===== src/rtl/wt_dma_pkg.sv =====
package wt_dma_pkg;
   typedef enum logic [1:0] {
      SEL_CTRL  = 2'd0,
      SEL_START = 2'd1,
      SEL_EXT   = 2'd2
   } reg_sel_e;

   localparam int CB_REQ  = 0;
   localparam int CB_DIR  = 1;
   localparam int CB_WIDE = 2;
   localparam int CB_TCIE = 5;
   localparam int CB_RAW  = 6;
   localparam int CB_INV  = 7;
endpackage


===== src/rtl/wt_dma_addr.sv =====
module wt_dma_addr #(
   parameter int START_W   = 16,
   parameter int CNT_W     = 16,
   parameter int BANK_BITS = 2
) (
   input  logic                 clk,
   input  logic                 rst_n,
   input  logic [START_W-1:0]   start,
   input  logic [3:0]           ext_lo,
   input  logic                 wide,
   input  logic [CNT_W-1:0]     cnt,
   input  logic                 hi,
   output logic [START_W+3:0]   addr
);
   localparam int ADDR_W = START_W + 4;
   localparam int IN_W   = ADDR_W - BANK_BITS - 5;

   if (IN_W < 1) begin : g_bad_bank
      $error("BANK_BITS leaves no in-bank field");
   end
   if (CNT_W >= ADDR_W) begin : g_bad_cnt
      $error("CNT_W must be narrower than the address");
   end

   logic [ADDR_W-1:0] off;
   logic [ADDR_W-1:0] wbase;

   assign off = {start, ext_lo};

   if (BANK_BITS > 0) begin : g_bank
      assign wbase = {off[ADDR_W-1 -: BANK_BITS], off[IN_W+3:4], 5'b0};
   end else begin : g_flat
      assign wbase = {off[IN_W+3:4], 5'b0};
   end

   always_comb begin
      if (wide) addr = wbase + ADDR_W'({cnt, 1'b0}) + ADDR_W'(hi);
      else      addr = off + ADDR_W'(cnt);
   end


   wide_lo_even_chk: assert property (@(posedge clk) disable iff (!rst_n)
      (wide && !hi) |-> !addr[0]);
endmodule


===== src/rtl/wt_dma_conv.sv =====
module wt_dma_conv #(
   parameter int DATA_W = 8
) (
   input  logic [DATA_W-1:0] raw,
   input  logic              inv_en,
   input  logic              raw_mode,
   input  logic              hi,
   output logic [DATA_W-1:0] cooked
);
   logic [DATA_W-1:0] sign_mask;

   assign sign_mask = {inv_en, {(DATA_W-1){1'b0}}};

   always_comb begin
      if (hi || !raw_mode) cooked = raw ^ sign_mask;
      else                 cooked = raw;
   end
endmodule


===== src/rtl/wt_dma_ctrl.sv =====
module wt_dma_ctrl
   import wt_dma_pkg::*;
#(
   parameter int START_W   = 16,
   parameter int CNT_W     = 16,
   parameter int BANK_BITS = 2
) (
   input  logic                 clk,
   input  logic                 rst_n,
   input  logic                 wide_chan,
   input  logic                 reg_wr_en,
   input  logic                 reg_rd_en,
   input  logic [1:0]           reg_sel,
   input  logic [START_W-1:0]   reg_wdata,
   output logic [START_W-1:0]   reg_rdata,
   output logic                 sys_req,
   input  logic                 sys_tc,
   input  logic                 sys_in_valid,
   output logic                 sys_in_ready,
   input  logic [7:0]           sys_in_data,
   output logic                 sys_out_valid,
   input  logic                 sys_out_ready,
   output logic [7:0]           sys_out_data,
   output logic [START_W+3:0]   mem_addr,
   output logic                 mem_wr_en,
   output logic [7:0]           mem_wdata,
   output logic                 mem_rd_en,
   input  logic [7:0]           mem_rdata,
   output logic                 irq
);
   localparam int PAD_W = START_W - 8;

   if (START_W <= 8) begin : g_bad_start
      $error("START_W must exceed 8");
   end

   logic [7:0]         ctrl_q;
   logic [START_W-1:0] start_q;
   logic [7:0]         ext_q;
   logic               pend_q;
   logic [CNT_W-1:0]   cnt_q;
   logic               hi_q;

   logic dir, beat, sample_end, done;
   logic ctrl_wr, start_wr, ext_wr, rd_ctrl;
   logic [CNT_W-1:0] n_total;

   assign dir        = ctrl_q[CB_DIR];
   assign sys_req    = ctrl_q[CB_REQ];
   assign sys_in_ready  = ctrl_q[CB_REQ] && !dir;
   assign sys_out_valid = ctrl_q[CB_REQ] && dir;
   assign mem_rd_en     = sys_out_valid;
   assign mem_wr_en     = sys_in_valid && sys_in_ready;
   assign sys_out_data  = mem_rdata;
   assign beat       = dir ? (sys_out_valid && sys_out_ready) : mem_wr_en;
   assign sample_end = beat && (!wide_chan || hi_q);
   assign done       = sample_end && sys_tc;
   assign n_total    = cnt_q + 1'b1;
   assign irq        = pend_q;

   assign ctrl_wr  = reg_wr_en && (reg_sel == SEL_CTRL);
   assign start_wr = reg_wr_en && (reg_sel == SEL_START);
   assign ext_wr   = reg_wr_en && (reg_sel == SEL_EXT);
   assign rd_ctrl  = reg_rd_en && (reg_sel == SEL_CTRL);

   wt_dma_addr #(.START_W(START_W), .CNT_W(CNT_W), .BANK_BITS(BANK_BITS)) addr_i (
      .clk(clk), .rst_n(rst_n), .start(start_q), .ext_lo(ext_q[3:0]),
      .wide(wide_chan), .cnt(cnt_q), .hi(hi_q), .addr(mem_addr));

   wt_dma_conv #(.DATA_W(8)) conv_i (
      .raw(sys_in_data), .inv_en(ctrl_q[CB_INV] && !dir),
      .raw_mode(ctrl_q[CB_RAW]), .hi(hi_q), .cooked(mem_wdata));

   always_comb begin
      case (reg_sel)
         SEL_CTRL:  reg_rdata = {{PAD_W{1'b0}}, ctrl_q | {1'b0, pend_q, 3'b0, wide_chan, 2'b0}};
         SEL_START: reg_rdata = start_q;
         SEL_EXT:   reg_rdata = {{PAD_W{1'b0}}, ext_q};
         default:   reg_rdata = '0;
      endcase
   end

   always_ff @(posedge clk or negedge rst_n) begin
      if (!rst_n) begin
         ctrl_q  <= '0;
         start_q <= '0;
         ext_q   <= '0;
         pend_q  <= 1'b0;
         cnt_q   <= '0;
         hi_q    <= 1'b0;
      end else begin
         if (beat) hi_q <= wide_chan && !hi_q;
         if (sample_end) cnt_q <= n_total;
         if (rd_ctrl) begin
            pend_q          <= 1'b0;
            ctrl_q[CB_RAW]  <= 1'b0;
            ctrl_q[CB_WIDE] <= 1'b0;
         end
         if (done) begin
            ctrl_q[CB_REQ] <= 1'b0;
            start_q        <= start_q + START_W'(n_total >> 4);
            ext_q[3:0]     <= ext_q[3:0] + n_total[3:0];
            cnt_q          <= '0;
            hi_q           <= 1'b0;
            if (ctrl_q[CB_TCIE]) pend_q <= 1'b1;
         end
         if (ctrl_wr) begin
            ctrl_q <= reg_wdata[7:0];
            cnt_q  <= '0;
            hi_q   <= 1'b0;
         end
         if (start_wr) begin
            start_q    <= reg_wdata;
            ext_q[7:4] <= 4'h0;
         end
         if (ext_wr) ext_q <= reg_wdata[7:0];
      end
   end


   req_rise_chk: assert property (@(posedge clk) disable iff (!rst_n)
      (ctrl_wr && reg_wdata[CB_REQ]) |=> sys_req);

   dir_exclusive_chk: assert property (@(posedge clk) disable iff (!rst_n)
      !(mem_wr_en && mem_rd_en));

   tc_drops_req_chk: assert property (@(posedge clk) disable iff (!rst_n)
      (done && !ctrl_wr) |=> !sys_req);

   irq_hold_chk: assert property (@(posedge clk) disable iff (!rst_n)
      (irq && !rd_ctrl) |=> irq);

   rd_clears_irq_chk: assert property (@(posedge clk) disable iff (!rst_n)
      (rd_ctrl && !done) |=> !irq);

   start_wr_ext_chk: assert property (@(posedge clk) disable iff (!rst_n)
      (start_wr && !ext_wr) |=> (ext_q[7:4] == 4'h0));
endmodule


===== config.mk =====
export PLATFORM = sky130hd
export DESIGN_NAME = wt_dma_ctrl
export DESIGN_NICKNAME = d
export VERILOG_FILES = /design/src/rtl/wt_dma_pkg.sv /design/src/rtl/wt_dma_addr.sv /design/src/rtl/wt_dma_conv.sv /design/src/rtl/wt_dma_ctrl.sv
export SDC_FILE = /design/constraint.sdc
export NUM_CORES = 1
export LEC_CHECK = 0
export CORE_MARGIN = 2
export CORE_UTILIZATION = 60
export DETAILED_ROUTE_END_ITERATION = 6
export DONT_BUFFER_PORTS = 1
export PLACE_DENSITY = 0.88
export SLEW_MARGIN = 20
export SYNTH_ARGS = -nofsm -noshare
export SYNTH_HDL_FRONTEND = slang
export SYNTH_SLANG_ARGS = --single-unit

===== constraint.sdc =====
create_clock -name clk -period 4.7 [get_ports clk]
set_input_delay 0.94 -clock clk [delete_from_list [all_inputs] [get_ports clk]]
set_output_delay 0.94 -clock clk [all_outputs]
set_load 0.05 [all_outputs]

[Word-level counts from Yosys, hierarchy flattened]
Cells that the tools add are included.
Word-level totals
  register bits after elaboration: 50
  latch bits: 0
  bits in writable memories: 0
  ROM bits: 0
  input bits: 42
  output and inout port bits: 58
  memories kept: 0
Cells by class
  add/subtract/negate cells: 6
  multipliers: 0
  divide/modulo/power cells: 0
  order comparisons: 0
  eq/ne operators: 2
  shift operators: 0
  muxes and demuxes: 21
  bitwise operators: 2
  reductions and logical operators: 26
Operators by type and width (count)
  16-bit two-way mux: 5
  16-bit case mux with 3 select lines: 1
  20-bit by 1-bit adder with 20-bit output: 1
  20-bit by 16-bit adder with 20-bit output: 1
  20-bit by 17-bit adder with 20-bit output: 1
  20-bit two-way mux: 1
  16-bit by 1-bit adder with 16-bit output, second input constant: 1
  16-bit by 12-bit adder with 16-bit output: 1
  8-bit two-way mux: 2
  1-bit logical AND: 12
  2-bit nonzero test: 5
  1-bit two-way mux: 9
  4-bit two-way mux: 2
  8-bit by 7-bit OR with 8-bit output: 1
  8-bit XOR: 1
  7-bit two-way mux: 1
  3-bit nonzero test: 2
  4-bit adder: 1
  1-bit logical NOT: 4
  2-bit by 1-bit equality test with 1-bit output, second input constant: 1
  2-bit equality test, second input constant: 1
  2-bit logical NOT: 1
  1-bit logical OR: 2

[Longest topological paths before layout]
Gate-level depths: netlist (run 1).
  word-level depth: 8
  mapped depth: 15

[Hierarchy]
Synthesis (run 1) repeated with hierarchy kept, for this count alone.
Unflattened totals
  cell total of the unflattened synthesis: 634
  area total of the unflattened synthesis: 5058.6 µm²
Modules (own cells, without submodules)
  wt_dma_ctrl: instances 1, cells an instance 413, area each 3490.8 µm², sequential area each 1251.2 µm²
  wt_dma_addr: instances 1, cells an instance 211, area each 1493.9 µm², sequential area each 0.0 µm²
  wt_dma_conv: instances 1, cells an instance 10, area each 73.8 µm², sequential area each 0.0 µm²

[Worst setup path after synthesis (run 1)]
Ideal clock, no wire load.
  path kind: register to output
  start point: register cnt_q[0]
  end point: output port mem_addr[12]
  arrival: 3.060 ns
  required time: 3.760 ns
  setup slack: 0.700 ns
  cell stages (with the launch flop): 10
  buffers on the path: 0
  cells stage by stage: dfrtp_1 -> ha_1 -> fa_1 -> a21o_1 -> a21oi_2 -> o21bai_2 -> a31oi_1 -> o21ai_0 -> xnor2_1 -> o21ai_0
On the way
  cells in the longest elaborated chain, start to end: 3
RTL lines
  start: declaration: line wt_dma_ctrl.sv:41  | logic [CNT_W-1:0] cnt_q;
  start signal: assignment: line wt_dma_ctrl.sv:93  | if (sample_end) cnt_q <= n_total;
  20-bit by 17-bit adder with 20-bit output: line wt_dma_addr.sv:37  | if (wide) addr = wbase + ADDR_W'({cnt, 1'b0}) + ADDR_W'(hi);
  20-bit by 1-bit adder with 20-bit output: line wt_dma_addr.sv:37
  20-bit two-way mux (*): line wt_dma_addr.sv:37
  end: declaration: line wt_dma_ctrl.sv:24  | output logic [START_W+3:0] mem_addr,
Every way passes the cells marked *; elsewhere a longest branch is shown, timed or not.

[Final worst setup path (run 1)]
  start point: register cnt_q[0]
  end point: output port mem_addr[18]
Same word-level chain as after synthesis.

==> flow_summary.html, run 1 <==
<table>
<tr><th>Metric</th><th>Value</th></tr>
<tr><th colspan="2">Status</th></tr>
<tr><td>Outcome</td><td>finished clean</td></tr>
<tr><th colspan="2">CTS</th></tr>
<tr><td>H-Tree Level Count</td><td>2</td></tr>
<tr><td>Clock Sinks</td><td>50</td></tr>
<tr><td>Clock Tree Root</td><td>sky130_fd_sc_hd__clkbuf_8</td></tr>
<tr><td>Number of buffers on the longest clock path</td><td>2</td></tr>
<tr><td>TritonCTS clock tree</td><td>done</td></tr>
<tr><td>CTS clock-pin slew for the worst setup and hold paths</td><td>approximately 100 ps</td></tr>
<tr><td>Setup bufs post-CTS</td><td>0</td></tr>
<tr><td>Cts hold-fix bufs</td><td>0</td></tr>
<tr><td>Clock latency at the later pin of the worst-skew pair</td><td>310 ps</td></tr>
<tr><td>Resized cells post-CTS</td><td>0</td></tr>
<tr><td>Clock buffers created by TritonCTS</td><td>5</td></tr>
<tr><th colspan="2">Die</th></tr>
<tr><td>X dimension of the die</td><td>92.5 microns</td></tr>
<tr><td>Die boundary height</td><td>92.5 microns</td></tr>
<tr><td>Standard cell core area</td><td>approximately 0.0076 sq mm</td></tr>
<tr><td>Floorplan die area</td><td>~0.0086 sq mm</td></tr>
<tr><td>Rows</td><td>32</td></tr>
<tr><td>Starting Density</td><td>between 60% and 70%</td></tr>
<tr><td>Num ports</td><td>100</td></tr>
<tr><th colspan="2">Drt</th></tr>
<tr><td>Routed wire length</td><td>between 10 and 15 mm</td></tr>
<tr><td>Initial DRT Pass Iterations</td><td>5</td></tr>
<tr><td>DRT antenna net count</td><td>0</td></tr>
<tr><td>Post-DR wirelength/cell</td><td>roughly 17 microns</td></tr>
<tr><td>Starting DRT DRC Count</td><td>between 200 and 300</td></tr>
<tr><td>Average vias per placed instance</td><td>between 6 and 7</td></tr>
<tr><td>Remaining DRCs</td><td>0</td></tr>
<tr><td>Overall via count from detail_route</td><td>4046</td></tr>
<tr><th colspan="2">Logic synthesis</th></tr>
<tr><td>Flip-flop and latch count after synthesis</td><td>50</td></tr>
<tr><td>Async S/R FF share, synth</td><td>100%</td></tr>
<tr><td>Sequential fraction of the synthesis area</td><td>roughly a quarter</td></tr>
<tr><td>Post-Synthesis Net Count</td><td>around 640</td></tr>
<tr><td>Number of cells produced by synthesis</td><td>roughly 560</td></tr>
<tr><td>Netlist Area Pre-Place</td><td>0.00470 sq mm</td></tr>
<tr><td>Number of enable-type register cells in the synthesized netlist</td><td>0</td></tr>
<tr><td>Mean instance size in the synthesized netlist</td><td>8.33 sq um</td></tr>
<tr><td>Synthesis warning total</td><td>0</td></tr>
<tr><td>Main synth FF type</td><td>sky130_fd_sc_hd__dfrtp_1</td></tr>
<tr><td>Library cells used by synthesis</td><td>73</td></tr>
<tr><th colspan="2">Final layout</th></tr>
<tr><td>Ratio of cells with drive above 1 in the final layout</td><td>~8.8%</td></tr>
<tr><td>Net count of the finished layout</td><td>622</td></tr>
<tr><td>Antenna fix cells</td><td>0</td></tr>
<tr><td>Fillcell total</td><td>between 600 and 700</td></tr>
<tr><td>Synth-to-Final Area Change</td><td>1.70%</td></tr>
<tr><th colspan="2">Placed design</th></tr>
<tr><td>PortBufs</td><td>0</td></tr>
<tr><td>RD Place Congestion</td><td>between 0.9 and 1</td></tr>
<tr><td>HPWL after DPL</td><td>around 8.6 mm</td></tr>
<tr><td>Dpl ws</td><td>roughly 880 ps</td></tr>
<tr><th colspan="2">Critical path</th></tr>
<tr><td>Cells traversed along the worst timing path</td><td>ha_1, fa_1, a21o_1, a21oi_2, o21bai_2, o41ai_4, o311ai_2, a22oi_2, xnor2_1</td></tr>
<tr><td>Slowest cell on crit path</td><td>sky130_fd_sc_hd__xnor2_1</td></tr>
<tr><td>Peak per-stage delay on the critical path</td><td>a little under 500 ps</td></tr>
<tr><td>FF-to-FF path depth</td><td>14</td></tr>
<tr><td>FF-to-FF End</td><td>start_q[15]</td></tr>
<tr><td>Worst reg2reg setup slack</td><td>1340 ps</td></tr>
<tr><td>Required time of the worst setup path</td><td>around 3800 ps</td></tr>
<tr><td>Critical path fanouts, max</td><td>7</td></tr>
<tr><td>FF-to-FF Start</td><td>cnt_q[1]</td></tr>
<tr><td>Category of the critical setup timing path</td><td>reg -&gt; out</td></tr>
<tr><td>Setup crit end kind</td><td>output pin</td></tr>
<tr><td>CP Launch Type</td><td>flop</td></tr>
<tr><td>Worst Path Arrival</td><td>approximately 3200 ps</td></tr>
<tr><th colspan="2">Timing</th></tr>
<tr><td>Count of final max-slew check failures</td><td>0</td></tr>
<tr><td>Setup repair after global routing missed its margin</td><td>no</td></tr>
<tr><td>Min setup slack post-route</td><td>518 ps</td></tr>
<tr><td>Final setup violating endpoints</td><td>0</td></tr>
<tr><td>Final count of hold timing violations</td><td>0</td></tr>
<tr><td>Achievable frequency</td><td>around 240 MHz</td></tr>
<tr><td>Share of the cycle needed by the critical path after routing</td><td>just under 90%</td></tr>
<tr><td>Worst relative slew slack</td><td>a little over a quarter</td></tr>
<tr><td>Post-Route Setup TNS</td><td>0 ps</td></tr>
<tr><td>Worst setup skew after layout</td><td>8.80 ps</td></tr>
<tr><td>Post-route worst hold slack</td><td>313 ps</td></tr>
<tr><td>Final Critical Period</td><td>4180 ps</td></tr>
<tr><td>Slew at the pin closest to its max-slew limit</td><td>approximately 1100 ps</td></tr>
<tr><th colspan="2">Power</th></tr>
<tr><td>Total power divided by cell area</td><td>approximately 400 mW/mm^2</td></tr>
<tr><td>Pleak</td><td>0.00209 uW</td></tr>
<tr><td>Internal power</td><td>slightly below 1000 uW</td></tr>
<tr><td>Share of total power in sequential cells</td><td>between 30% and 40%</td></tr>
<tr><td>Worst vdd rail ir drop</td><td>roughly 0.00025 V</td></tr>
<tr><td>Switching power summed over all nets</td><td>between 900 and 1000 uW</td></tr>
<tr><td>Switching fraction of total power</td><td>50.3%</td></tr>
<tr><td>Clock network fraction of design power</td><td>a little over an eighth</td></tr>
<tr><td>Share of power burned in combinational logic</td><td>a little over half</td></tr>
<tr><th colspan="2">Global route</th></tr>
<tr><td>Number of global-route vias before repair</td><td>~4000</td></tr>
<tr><td>Maximum number of pins on one net before global-route repair</td><td>51</td></tr>
<tr><td>Global-route wire length before repair</td><td>between 15 and 20 mm</td></tr>
<tr><td>GRT Resource Usage Total</td><td>approximately 27%</td></tr>
<tr><td>Grt total ovfl</td><td>0</td></tr>
<tr><td>Antenna violations before repair</td><td>0</td></tr>
<tr><th colspan="2">Hold path</th></tr>
<tr><td>Class of the tightest hold or removal check</td><td>in -&gt; async</td></tr>
<tr><th colspan="2">Flow run</th></tr>
<tr><td>Maxcap violations</td><td>0</td></tr>
</table>
[logic make-up after synthesis]
| logic type | share of synthesized area (%) |
|---|---|
| buffers and inverters | 6.26 |
| flip-flops | 26.6 |
| XOR/XNOR | 10.1 |
| AND/OR/NAND/NOR | 17.0 |
| AO/OA/AOI/OAI | 25.5 |
| multiplexers | 3.81 |
| adder cells (fa/ha/maj) | 10.8 |
[state kept, by name (all words and copies together) (netlist names)]
register / cells
ctrl_q: 8
ext_q: 8
start_q: 16
cnt_q: 16
irq: 1
hi_q: 1
[power by group through the flow]
stage / registers (uW) / clock network (uW) / logic (uW)
after floorplan: 610 / 0 / 898
after global placement: 645 / 0 / 984
after detailed placement: 654 / 0 / 1020
after CTS: 647 / 262 / 1030
after global routing: 662 / 280 / 1110
final: 650 / 265 / 1030
[per-stage QoR]
stage	power, uW	cell area, sq um	utilization [%]	std cells
floorplan	1510	4700	-	564
global placement	1630	4680	61.2	637
detailed placement	1670	4680	61.2	637
CTS	1940	4780	62.5	645
global route	2060	4780	62.5	645
finish	1950	4780	62.5	645
[Yosys cell counts, drive strengths merged, types with 7 or more instances]
cell type,n,area [sq um]
a31oi,7,43.8
nor2,53,201
o21ai,52,260
nand2,65,244
nand3,9,50.1
ha,34,425
dfrtp,50,1250
xnor2,36,315
and2,15,93.8
a21o,12,90.1
a21oi,47,246
xor2,18,158
a22o,19,166
inv,12,45.0
mux2i,10,100
clkbuf,11,41.3
buf,30,195
mux2,7,78.8
[critical path, delay by kind of cell (launching register included)]
| family | cells | cell delay (ps) |
|---|---|---|
| adder cells (fa/ha/maj) | 2 | 660 |
| flip-flops | 1 | 450 |
| AO/OA/AOI/OAI | 6 | 1320 |
| XOR/XNOR | 1 | 490 |
[layout make-up]
cell class / instances / area (sq um) / area share [%]
multi-input cells: 459 / 3160 / 66.1
inverters: 13 / 48.8 / 1.02
clock buffers: 6 / 82.6 / 1.73
repair buffers: 13 / 97.6 / 2.04
flip-flops and latches: 50 / 1250 / 26.2
well taps: 102 / 128 / 2.67
clock inverters: 2 / 12.5 / 0.262
[routing by layer]
layer	GRT usage, %	vias up	wire length, microns
met4	10.1	0	220
met5	0	-	0
met1	35.5	1901	4810
met3	5.29	29	787
met2	45.0	173	5380
li1	-	1943	-
[worst max path at each step]
stage,start,slack [ps],to
2_1_floorplan,cnt_q[0],700,mem_addr[12]
3_3_place_gp,cnt_q[0],900,mem_addr[18]
3_5_place_dp,cnt_q[0],880,mem_addr[18]
4_1_cts,cnt_q[0],530,mem_addr[18]
5_1_grt,cnt_q[0],340,mem_addr[18]
6_report,cnt_q[0],520,mem_addr[18]
[layout by cell type (no fill, tap or decap), drive strengths merged, types with 2 or more instances in the layout]
master   n
nand2   65
nor2    53
o21ai   52
dfrtp   50
a21oi   47
xnor2   36
ha      34
a22o    19
xor2    18
and2    15
buf     13
inv     12
a21o    12
mux2i   10
nand3    9
a31oi    7
mux2     7
and3     6
clkbuf   6
nor2b    5
o21a     5
nor3     5
nand4    4
nand2b   4
fa       4
o21bai   4
a31o     3
a21boi   3
o221ai   2
o31a     2
o31ai    2
o41ai    2
clkinv   2
nor4     2
a211oi   2
o211ai   2
Power figures use the tool's default switching activity.
==> inputs of run 2 (changes only) <==
--- a/config.mk
+++ b/config.mk
@@ -6,10 +6,10 @@
 export NUM_CORES = 1
 export LEC_CHECK = 0
 export CORE_MARGIN = 2
-export CORE_UTILIZATION = 60
+export CORE_UTILIZATION = 42
 export DETAILED_ROUTE_END_ITERATION = 6
 export DONT_BUFFER_PORTS = 1
-export PLACE_DENSITY = 0.88
+export PLACE_DENSITY = 0.68
 export SLEW_MARGIN = 20
 export SYNTH_ARGS = -nofsm -noshare
 export SYNTH_HDL_FRONTEND = slang
==> run 2 against run 1 <==
Final area is 1.8% higher. Sequential share of layout area is 0.46 points lower. Combinational power is essentially flat. Die area is 41% higher. Total power increased by 1.5%. Worst hold slack worse by 11 ps. Global-route usage is 7.2 points lower. Critical path depth stayed put. Maximum frequency fell by 1.0%. Critical path type unchanged. Critical endpoint unchanged.
==> flow_summary.html, run 2 (synthesis gave the netlist of run 1 again) <==
<table>
<tr><th>Metric</th><th>Value</th></tr>
<tr><th colspan="2">Status</th></tr>
<tr><td>Outcome</td><td>finished clean</td></tr>
<tr><th colspan="2">Die</th></tr>
<tr><td>Num ports</td><td>100 (unchanged)</td></tr>
<tr><td>X dimension of the die</td><td>110 microns (+19%)</td></tr>
<tr><td>Standard cell core area</td><td>0.0109 sq mm (+42%)</td></tr>
<tr><td>Rows</td><td>38 (+19%)</td></tr>
<tr><td>Floorplan die area</td><td>0.0120 sq mm (+41%)</td></tr>
<tr><td>Starting Density</td><td>43.2% (-18 points)</td></tr>
<tr><td>Die boundary height</td><td>110 microns (+19%)</td></tr>
<tr><th colspan="2">Timing</th></tr>
<tr><td>Final setup violating endpoints</td><td>0 (unchanged)</td></tr>
<tr><td>Worst relative slew slack</td><td>26.9% (-0.24 points)</td></tr>
<tr><td>Min setup slack post-route</td><td>475 ps (-43.3 ps)</td></tr>
<tr><td>Final count of hold timing violations</td><td>0 (unchanged)</td></tr>
<tr><td>Achievable frequency</td><td>237 MHz (-1.0%)</td></tr>
<tr><td>Post-Route Setup TNS</td><td>0 ps (unchanged)</td></tr>
<tr><td>Slew at the pin closest to its max-slew limit</td><td>1090 ps (+3.65 ps)</td></tr>
<tr><td>Setup repair after global routing missed its margin</td><td>no</td></tr>
<tr><td>Final Critical Period</td><td>4220 ps (+43.3 ps)</td></tr>
<tr><td>Worst setup skew after layout</td><td>13.9 ps (+5.08 ps)</td></tr>
<tr><td>Count of final max-slew check failures</td><td>0 (unchanged)</td></tr>
<tr><td>Share of the cycle needed by the critical path after routing</td><td>89.9% (+0.92 points)</td></tr>
<tr><th colspan="2">Placed design</th></tr>
<tr><td>PortBufs</td><td>0 (unchanged)</td></tr>
<tr><td>RD Place Congestion</td><td>0.920 (-3.0%)</td></tr>
<tr><td>HPWL after DPL</td><td>8.97 mm (+3.9%)</td></tr>
<tr><td>Dpl ws</td><td>838 ps (-41.2 ps)</td></tr>
<tr><th colspan="2">CTS</th></tr>
<tr><td>CTS clock-pin slew for the worst setup and hold paths</td><td>100 ps (about the same)</td></tr>
<tr><td>Resized cells post-CTS</td><td>0 (unchanged)</td></tr>
<tr><td>Clock latency at the later pin of the worst-skew pair</td><td>320 ps (about the same)</td></tr>
<tr><td>Number of buffers on the longest clock path</td><td>2 (unchanged)</td></tr>
<tr><td>Clock Sinks</td><td>50 (unchanged)</td></tr>
<tr><td>Clock Tree Root</td><td>sky130_fd_sc_hd__clkbuf_8</td></tr>
<tr><td>Setup bufs post-CTS</td><td>0 (unchanged)</td></tr>
<tr><td>Clock buffers created by TritonCTS</td><td>5 (unchanged)</td></tr>
<tr><td>TritonCTS clock tree</td><td>done</td></tr>
<tr><td>Cts hold-fix bufs</td><td>0 (unchanged)</td></tr>
<tr><td>H-Tree Level Count</td><td>2 (unchanged)</td></tr>
<tr><th colspan="2">Final layout</th></tr>
<tr><td>Ratio of cells with drive above 1 in the final layout</td><td>9.16% (+0.32 points)</td></tr>
<tr><td>Antenna fix cells</td><td>0 (unchanged)</td></tr>
<tr><td>Commonest non-fill, non-tap cell in the layout</td><td>sky130_fd_sc_hd__nand2_1</td></tr>
<tr><td>Net count of the finished layout</td><td>625 (+0.48%)</td></tr>
<tr><td>Commonest non-fill, non-tap cells in the layout</td><td>sky130_fd_sc_hd__nand2_1, sky130_fd_sc_hd__nor2_1, sky130_fd_sc_hd__dfrtp_1, sky130_fd_sc_hd__a21oi_1, sky130_fd_sc_hd__xnor2_1</td></tr>
<tr><td>Synth-to-Final Area Change</td><td>3.52%</td></tr>
<tr><td>Largest registers</td><td>cnt_q x16, start_q x16</td></tr>
<tr><td>Final Core Density</td><td>44.7% (-18 points)</td></tr>
<tr><th colspan="2">Power</th></tr>
<tr><td>Pleak</td><td>0.00211 uW (+0.93%)</td></tr>
<tr><td>Final total power</td><td>1980 uW (+1.5%)</td></tr>
<tr><td>Worst vdd rail ir drop</td><td>0.000223 V (-9.4%)</td></tr>
<tr><td>Total power divided by cell area</td><td>407 mW/mm^2 (-0.29%)</td></tr>
<tr><th colspan="2">Flow run</th></tr>
<tr><td>Maxcap violations</td><td>0 (unchanged)</td></tr>
<tr><th colspan="2">Drt</th></tr>
<tr><td>Initial DRT Pass Iterations</td><td>4 (-1)</td></tr>
<tr><td>Starting DRT DRC Count</td><td>207 (-28%)</td></tr>
<tr><td>Remaining DRCs</td><td>0 (unchanged)</td></tr>
<tr><td>DRT antenna net count</td><td>0 (unchanged)</td></tr>
<tr><td>Post-DR wirelength/cell</td><td>16.8 microns (-3.3%)</td></tr>
<tr><td>Average vias per placed instance</td><td>5.74 (-8.5%)</td></tr>
<tr><td>Routed wire length</td><td>11.5 mm (+2.8%)</td></tr>
<tr><td>Overall via count from detail_route</td><td>3937 (-2.7%)</td></tr>
<tr><th colspan="2">Critical path</th></tr>
<tr><td>Critical path buffers and inverters</td><td>0 (unchanged)</td></tr>
<tr><td>Cells traversed along the worst timing path</td><td>ha_1, fa_1, a21o_1, a21oi_2, o21bai_2, o41ai_4, o311ai_2, a22oi_2, xnor2_1</td></tr>
<tr><td>Required time of the worst setup path</td><td>3760 ps (about the same)</td></tr>
<tr><td>Category of the critical setup timing path</td><td>reg -&gt; out</td></tr>
<tr><td>Crit path max-delay family</td><td>compound AO/OA/AOI/OAI gates</td></tr>
<tr><td>Slowest cell on crit path</td><td>sky130_fd_sc_hd__xnor2_1</td></tr>
<tr><td>Worst reg2reg setup slack</td><td>1400 ps (+60 ps)</td></tr>
<tr><td>Setup crit end kind</td><td>output pin</td></tr>
<tr><td>Critical path fanouts, max</td><td>7 (unchanged)</td></tr>
<tr><td>CP Launch Type</td><td>flop</td></tr>
<tr><td>Worst Path Arrival</td><td>3280 ps (+40 ps)</td></tr>
<tr><td>Peak per-stage delay on the critical path</td><td>490 ps (about the same)</td></tr>
<tr><th colspan="2">Global route</th></tr>
<tr><td>GRT Resource Usage Total</td><td>20.0% (-7.2 points)</td></tr>
<tr><td>Antenna violations before repair</td><td>0 (unchanged)</td></tr>
<tr><td>Number of global-route vias before repair</td><td>3956 (-0.83%)</td></tr>
<tr><td>Grt total ovfl</td><td>0 (unchanged)</td></tr>
<tr><td>Global-route wire length before repair</td><td>19.4 mm (+2.5%)</td></tr>
<tr><td>Maximum number of pins on one net before global-route repair</td><td>51 (unchanged)</td></tr>
<tr><th colspan="2">Hold path</th></tr>
<tr><td>Class of the tightest hold or removal check</td><td>in -&gt; async</td></tr>
</table>
==> run 2: cell types whose count changed in the layout (fill, tap and decap cells not counted) <==
cell,delta
sky130_fd_sc_hd__buf_4,+3
sky130_fd_sc_hd__bufinv_16,+1
sky130_fd_sc_hd__clkbuf_1,+1
sky130_fd_sc_hd__clkbuf_8,-1
sky130_fd_sc_hd__clkinv_2,-1
==> run 2: final cells by class <==
type                            instances  area [sq um]
Timing Repair Buffer                   16           120
Tap cell                              140           175
Sequential cell                        50          1250
Inverter                               13          48.8
Multi-Input combinational cell        459          3160
Clock buffer                            6          72.6
Fill cell                            1043          6020
Clock inverter                          2          37.5
==> run 2: metal layers <==
| metal | track usage (%) | vias to the layer above | wire, microns |
|---|---|---|---|
| li1 | - | 1955 | - |
| met1 | 26.7 | 1873 | 5320 |
| met2 | 33.3 | 91 | 5400 |
| met3 | 3.44 | 18 | 609 |
| met4 | 5.79 | 0 | 187 |
| met5 | 0 | - | 0 |
==> run 2: worst paths after layout <==
kind                       cells after the start            to      from
hold reg to reg                                1      ext_q[6]  ext_q[6]
max in group asynchronous                      0     cnt_q[14]     rst_n
setup reg to reg                              14   start_q[15]  cnt_q[1]
min in group clk                               1      ext_q[6]  ext_q[6]
hold / removal                                 0      ext_q[1]     rst_n
setup / recovery                               9  mem_addr[18]  cnt_q[0]
==> run 2: worst register-to-register path, cell delays in order, from the launching register on <==
cell	delay, ps
sky130_fd_sc_hd__dfrtp_1	480
sky130_fd_sc_hd__ha_1	230
sky130_fd_sc_hd__nand3_1	120
sky130_fd_sc_hd__nor2_1	180
sky130_fd_sc_hd__and2_1	270
sky130_fd_sc_hd__nand3_1	130
sky130_fd_sc_hd__xnor2_1	170
sky130_fd_sc_hd__ha_1	370
sky130_fd_sc_hd__and2_1	160
sky130_fd_sc_hd__nand3_1	90
sky130_fd_sc_hd__a21oi_2	190
sky130_fd_sc_hd__o211ai_2	160
sky130_fd_sc_hd__a2111oi_2	360
sky130_fd_sc_hd__xnor2_1	170
sky130_fd_sc_hd__a21oi_1	80
==> run 2: per-stage QoR <==
| stage | std cells | hold slack, ps | area, sq um |
|---|---|---|---|
| 5_1_grt | 686 | 297 | 4860 |
| 6_report | 686 | 302 | 4860 |
| 4_1_cts | 686 | 303 | 4860 |
| 3_5_place_dp | 678 | 487 | 4750 |
| 3_3_place_gp | 678 | 482 | 4750 |
| 2_1_floorplan | 564 | 466 | 4700 |
==> run 2: power breakdown <==
group	internal, uW	total (uW)	switching, uW
Combinational	341	1020	679
Clock	159	309	150
Sequential	511	649	138
Total	1010	1980	968
